===== src/rtl/isp_slave_pkg.sv =====
package isp_slave_pkg;
  typedef enum logic [1:0] {
    ST_IDLE     = 2'd0,
    ST_ID_SHIFT = 2'd1,
    ST_HOLD     = 2'd2
  } isp_state_e;

  typedef enum logic [1:0] {
    CODE_DATA    = 2'd0,  // mode low: execute or shift
    CODE_TO_IDLE = 2'd1,  // mode high, sdi low
    CODE_ADVANCE = 2'd2   // mode high, sdi high
  } isp_code_e;
endpackage


===== src/rtl/isp_code_decode.sv =====
module isp_code_decode
  import isp_slave_pkg::*;
(
  input  logic      mode,
  input  logic      sdi,
  output isp_code_e code
);
  always_comb begin
    if (!mode)    code = CODE_DATA;
    else if (sdi) code = CODE_ADVANCE;
    else          code = CODE_TO_IDLE;
  end
endmodule


===== src/rtl/isp_mode_fsm.sv =====
module isp_mode_fsm
  import isp_slave_pkg::*;
(
  input  logic       en_n,
  input  logic       sck,
  input  isp_code_e  code,
  output logic       load_id,
  output logic       shift_id,
  output isp_state_e state
);
  isp_state_e state_nxt;

  always_comb begin
    state_nxt = state;
    if (code == CODE_TO_IDLE) begin
      state_nxt = ST_IDLE;
    end else begin
      case (state)
        ST_IDLE:     state_nxt = (code == CODE_DATA) ? ST_ID_SHIFT : ST_HOLD;
        ST_ID_SHIFT: state_nxt = (code == CODE_DATA) ? ST_ID_SHIFT : ST_HOLD;
        ST_HOLD:     state_nxt = ST_HOLD;
        default:     state_nxt = ST_IDLE;
      endcase
    end
  end

  always_ff @(posedge sck or posedge en_n) begin
    if (en_n) state <= ST_IDLE;
    else      state <= state_nxt;
  end

  assign load_id  = (state == ST_IDLE)     && (code == CODE_DATA);
  assign shift_id = (state == ST_ID_SHIFT) && (code == CODE_DATA);

  assert_force_idle_R3: assert property (@(posedge sck) disable iff (en_n)
    (code == CODE_TO_IDLE) |=> (state == ST_IDLE));

  assert_hold_keep_R7: assert property (@(posedge sck) disable iff (en_n)
    (state == ST_HOLD && code != CODE_TO_IDLE) |=> (state == ST_HOLD));

  assert_exec_enter_R4: assert property (@(posedge sck) disable iff (en_n)
    (state == ST_IDLE && code == CODE_DATA) |=> (state == ST_ID_SHIFT));
endmodule


===== src/rtl/isp_id_shifter.sv =====
module isp_id_shifter #(
  parameter int              ID_W   = 8,
  parameter logic [ID_W-1:0] ID_VAL = 8'h15
) (
  input  logic en_n,
  input  logic sck,
  input  logic load_id,
  input  logic shift_id,
  input  logic sdi,
  output logic sdo_q
);
  logic [ID_W-1:0] sr;

  // Rising edge: capture (parallel load or serial fill at the top end)
  always_ff @(posedge sck or posedge en_n) begin
    if (en_n)          sr <= '0;
    else if (load_id)  sr <= ID_VAL;
    else if (shift_id) sr <= {sdi, sr[ID_W-1:1]};
  end

  // Falling edge: present the current low bit to the host
  always_ff @(negedge sck or posedge en_n) begin
    if (en_n) sdo_q <= 1'b0;
    else      sdo_q <= sr[0];
  end

  assert_id_load_R4: assert property (@(posedge sck) disable iff (en_n)
    load_id |=> (sr == ID_VAL));

  assert_msb_fill_R6: assert property (@(posedge sck) disable iff (en_n)
    shift_id |=> (sr[ID_W-1] == $past(sdi)));

  assert_idle_hold_R7: assert property (@(posedge sck) disable iff (en_n)
    (!load_id && !shift_id) |=> $stable(sr));
endmodule


===== src/rtl/isp_slave_port.sv =====
module isp_slave_port
  import isp_slave_pkg::*;
#(
  parameter int              ID_W   = 8,
  parameter logic [ID_W-1:0] ID_VAL = 8'h15
) (
  input  logic en_n,
  input  logic sck,
  input  logic mode,
  input  logic sdi,
  output logic sdo
);
  isp_code_e  code;
  isp_state_e state;
  logic       load_id;
  logic       shift_id;
  logic       sdo_q;

  isp_code_decode i_decode (
    .mode (mode),
    .sdi  (sdi),
    .code (code)
  );

  isp_mode_fsm i_fsm (
    .en_n     (en_n),
    .sck      (sck),
    .code     (code),
    .load_id  (load_id),
    .shift_id (shift_id),
    .state    (state)
  );

  isp_id_shifter #(.ID_W(ID_W), .ID_VAL(ID_VAL)) i_shifter (
    .en_n     (en_n),
    .sck      (sck),
    .load_id  (load_id),
    .shift_id (shift_id),
    .sdi      (sdi),
    .sdo_q    (sdo_q)
  );

  assign sdo = en_n ? 1'b0 : sdo_q;

  assert_one_action_R2: assert property (@(posedge sck) disable iff (en_n)
    !(load_id && shift_id));
endmodule


===== config.mk =====
export PLATFORM = sky130hd
export DESIGN_NAME = isp_slave_port
export DESIGN_NICKNAME = d
export VERILOG_FILES = /design/src/rtl/isp_slave_pkg.sv /design/src/rtl/isp_code_decode.sv /design/src/rtl/isp_mode_fsm.sv /design/src/rtl/isp_id_shifter.sv /design/src/rtl/isp_slave_port.sv
export SDC_FILE = /design/constraint.sdc
export NUM_CORES = 1
export LEC_CHECK = 0
export BUFFER_PORTS_ARGS = -buffer_cell sky130_fd_sc_hd__buf_2
export CAP_MARGIN = 10
export CELL_PAD_IN_SITES_DETAIL_PLACEMENT = 1
export CELL_PAD_IN_SITES_GLOBAL_PLACEMENT = 1
export CORE_MARGIN = 2
export CORE_UTILIZATION = 30
export DETAILED_ROUTE_END_ITERATION = 6
export GPL_TIMING_DRIVEN = 1
export PLACE_DENSITY = 0.56
export SETUP_SLACK_MARGIN = 0.1
export SYNTH_ARGS = -nofsm -noshare
export SYNTH_HDL_FRONTEND = slang
export SYNTH_SLANG_ARGS = --single-unit

===== constraint.sdc =====
create_clock -name sck -period 1.6 [get_ports sck]
set_input_delay 0.16 -clock sck [delete_from_list [all_inputs] [get_ports sck]]
set_output_delay 0.16 -clock sck [all_outputs]
set_load 0.01 [all_outputs]

==> metrics.yaml <==
outcome:
  outcome: "finished, violations left"
  violations: "negative setup slack"
drt:
  viasPerCell: 4.91
  wl_per_cell_um: 13.6
  via_count: 339
  drt_pass1_iterations: 1
  ant_nets: 0
  drt_iter0_drc: 0
  drc: 0
  wl_um: 939
placement:
  io_buffers: 4
  gp_congestion: 0.666
  hpwl_um: 689
  post-place-ws_ns: 0.0376
clocking:
  clock_path_buffers: 2
  cts_buffers: 3
  clkTransAtPathRegs_ns: 0.07
  clock_latency_ns: 0.27
  h-tree-depth: 1
  cts_tree: "yes"
  cts.sinks: 11
  postCtsSetupBuffers: 0
  root_buffer: "clkbuf_4"
synthesis:
  syn_nets: 48
  mappedNetlistArea_um2: 484
  synthCells: 44
  synth.distinct_cells: 13
  yosysWarnings: 0
  synth-seq-cells: 11
  ys_seq_area_frac: 0.568
  postSynthAreaPerCell_um2: 11.0
global_route:
  grt_pass1_wl_mm: 1.63
  grt_max_degree: 11
  grt_pass1_vias: 358
  grt_util_all_layers: 0.116
  grt_overflow: 0
  antenna_found_initial: 0
min_path:
  hold_class: "in2reg"
  whs_endpoint: "i_shifter.sr[7]"
  hold_start: "sdi"
  worstHoldPathCells: 3
die:
  start_util: 0.321
  fp.dieH_um: 44.2
  coreArea_um2: 1510
  dieArea_um2: 1950
  pin_count: 5
  die_x_um: 44.2
  rows: 14
layout:
  fillCellCount: 168
  drive_gt1_frac: 0.396
  diodes: 0
  final_cell_mix: "10 x dfrtp_1, 8 x o21ai_0, 8 x o21ai_2"
  final_common_cell: "dfrtp_1"
  syn2layout_area_growth_pct: 19.1
  finish.net_count: 58
timing:
  layout_setup_ws_ns: -0.248
  worst_pin_slew_ns: 0.273
  fin_skew_ns: 0.00769
  slew_headroom: 0.818
  rsz0062_at_grt: "yes"
  finalSetupViolCount: 1
  hold_viol: 0
  drv_slew: 0
power:
  ir_drop_uv: 540
  power_w: 0.000673
  p_leak_nw: 0.259
  p_sw_frac: 0.283
  clkPwrFrac: 0.285
  p_per_area_nw_per_um2: 1170
  switchingPower_w: 0.000190
  combPwrFrac: 0.195
  power_frac_seq: 0.520
  p_int_w: 0.000483
critical_path:
  crit_type: "reg2out"
  reg2reg_to: "i_shifter.sdo_q"
  ff2ff_setup_slack_ns: 0.28
  end_kind: "output port"
  required_ns: 1.44
  crit-reg2reg-launch: "i_shifter.sr[0]"
  timing.reg2reg.worst_path_depth: 0
  critPathLaunchType: "flop"
  cp_max_fo: 1
  cp.arrival_ns: 1.69
run:
  cap_violations: 0
logic make-up after synthesis:
family	Yosys count	synth area share
compound gates	17	0.253
simple gates	11	0.116
flops	11	0.568
buf+inv	5	0.0620
metal layers:
metal	GRT usage	share of wire	vias to the layer above
met3	0.0245	0.037	0
met1	0.145	0.46	171
li1	-	-	163
met2	0.200	0.50	5
met4	0.0364	0	0
met5	0	0	-
power groups by stage:
stage	registers, W	clock network (W)	logic [W]
final	0.000350	0.000192	0.000131
after detailed placement	0.000356	0	0.000122
after CTS	0.000351	0.000195	0.000124
after floorplan	0.000342	0	0.0000987
after global placement	0.000352	0	0.000115
after global routing	0.000359	0.000214	0.000147
worst max-delay path by stage:
stage                                from  end
after global routing      i_shifter.sdo_q  sdo
after floorplan           i_shifter.sdo_q  sdo
after CTS                 i_shifter.sdo_q  sdo
final                     i_shifter.sdo_q  sdo
after global placement    i_shifter.sdo_q  sdo
after detailed placement  i_shifter.sdo_q  sdo
timing repair:
action	in CTS	in global routing
hold buffers	1	0
resized for setup	0	2
pin swaps	0	0
cloned	0	0
endpoints found under the hold margin	10	0
endpoints found under the setup margin	1	1
Yosys cell counts:
master	n	area share
dfrtp_1	10	0.52
buf_1	1	0.0077
a211oi_2	1	0.026
o21ai_0	8	0.083
inv_1	1	0.0077
or2_1	1	0.013
buf_6	1	0.023
dfrtn_1	1	0.052
nand2_1	5	0.039
inv_4	1	0.013
buf_2	1	0.010
nor2b_1	5	0.065
o21ai_2	8	0.14
state kept, by name (all words and copies together) (netlist names):
| register | count |
|---|---|
| i_shifter.sr | 8 |
| i_fsm.state | 2 |
| i_shifter.sdo_q | 1 |
final cells by class:
class	count	area, µm²	share of cell area
clock buffers	4	26.3	0.0456
inverters	2	10.0	0.0174
multi-input cells	28	186	0.323
flip-flops and latches	11	275	0.477
well taps	16	20.0	0.0347
repair buffers	8	58.8	0.102
through the flow:
stage	utilization	setup TNS [ns]	cells	instance area, µm²	hold WS [ns]
after floorplan	-	0	44	487	0.0124
after global placement	0.351	0	64	529	0.187
after detailed placement	0.351	0	64	529	0.199
after CTS	0.375	-0.258	69	566	0.149
after global routing	0.383	-0.294	69	577	0.160
final	0.383	-0.248	69	577	0.147
worst max-delay path: stages, from the launching register on:
cell,delay (ns)
dfrtn_1,0.39
nor2b_4,0.13
buf_6,0.10
No activity file was read; power rests on OpenSTA's default activity.
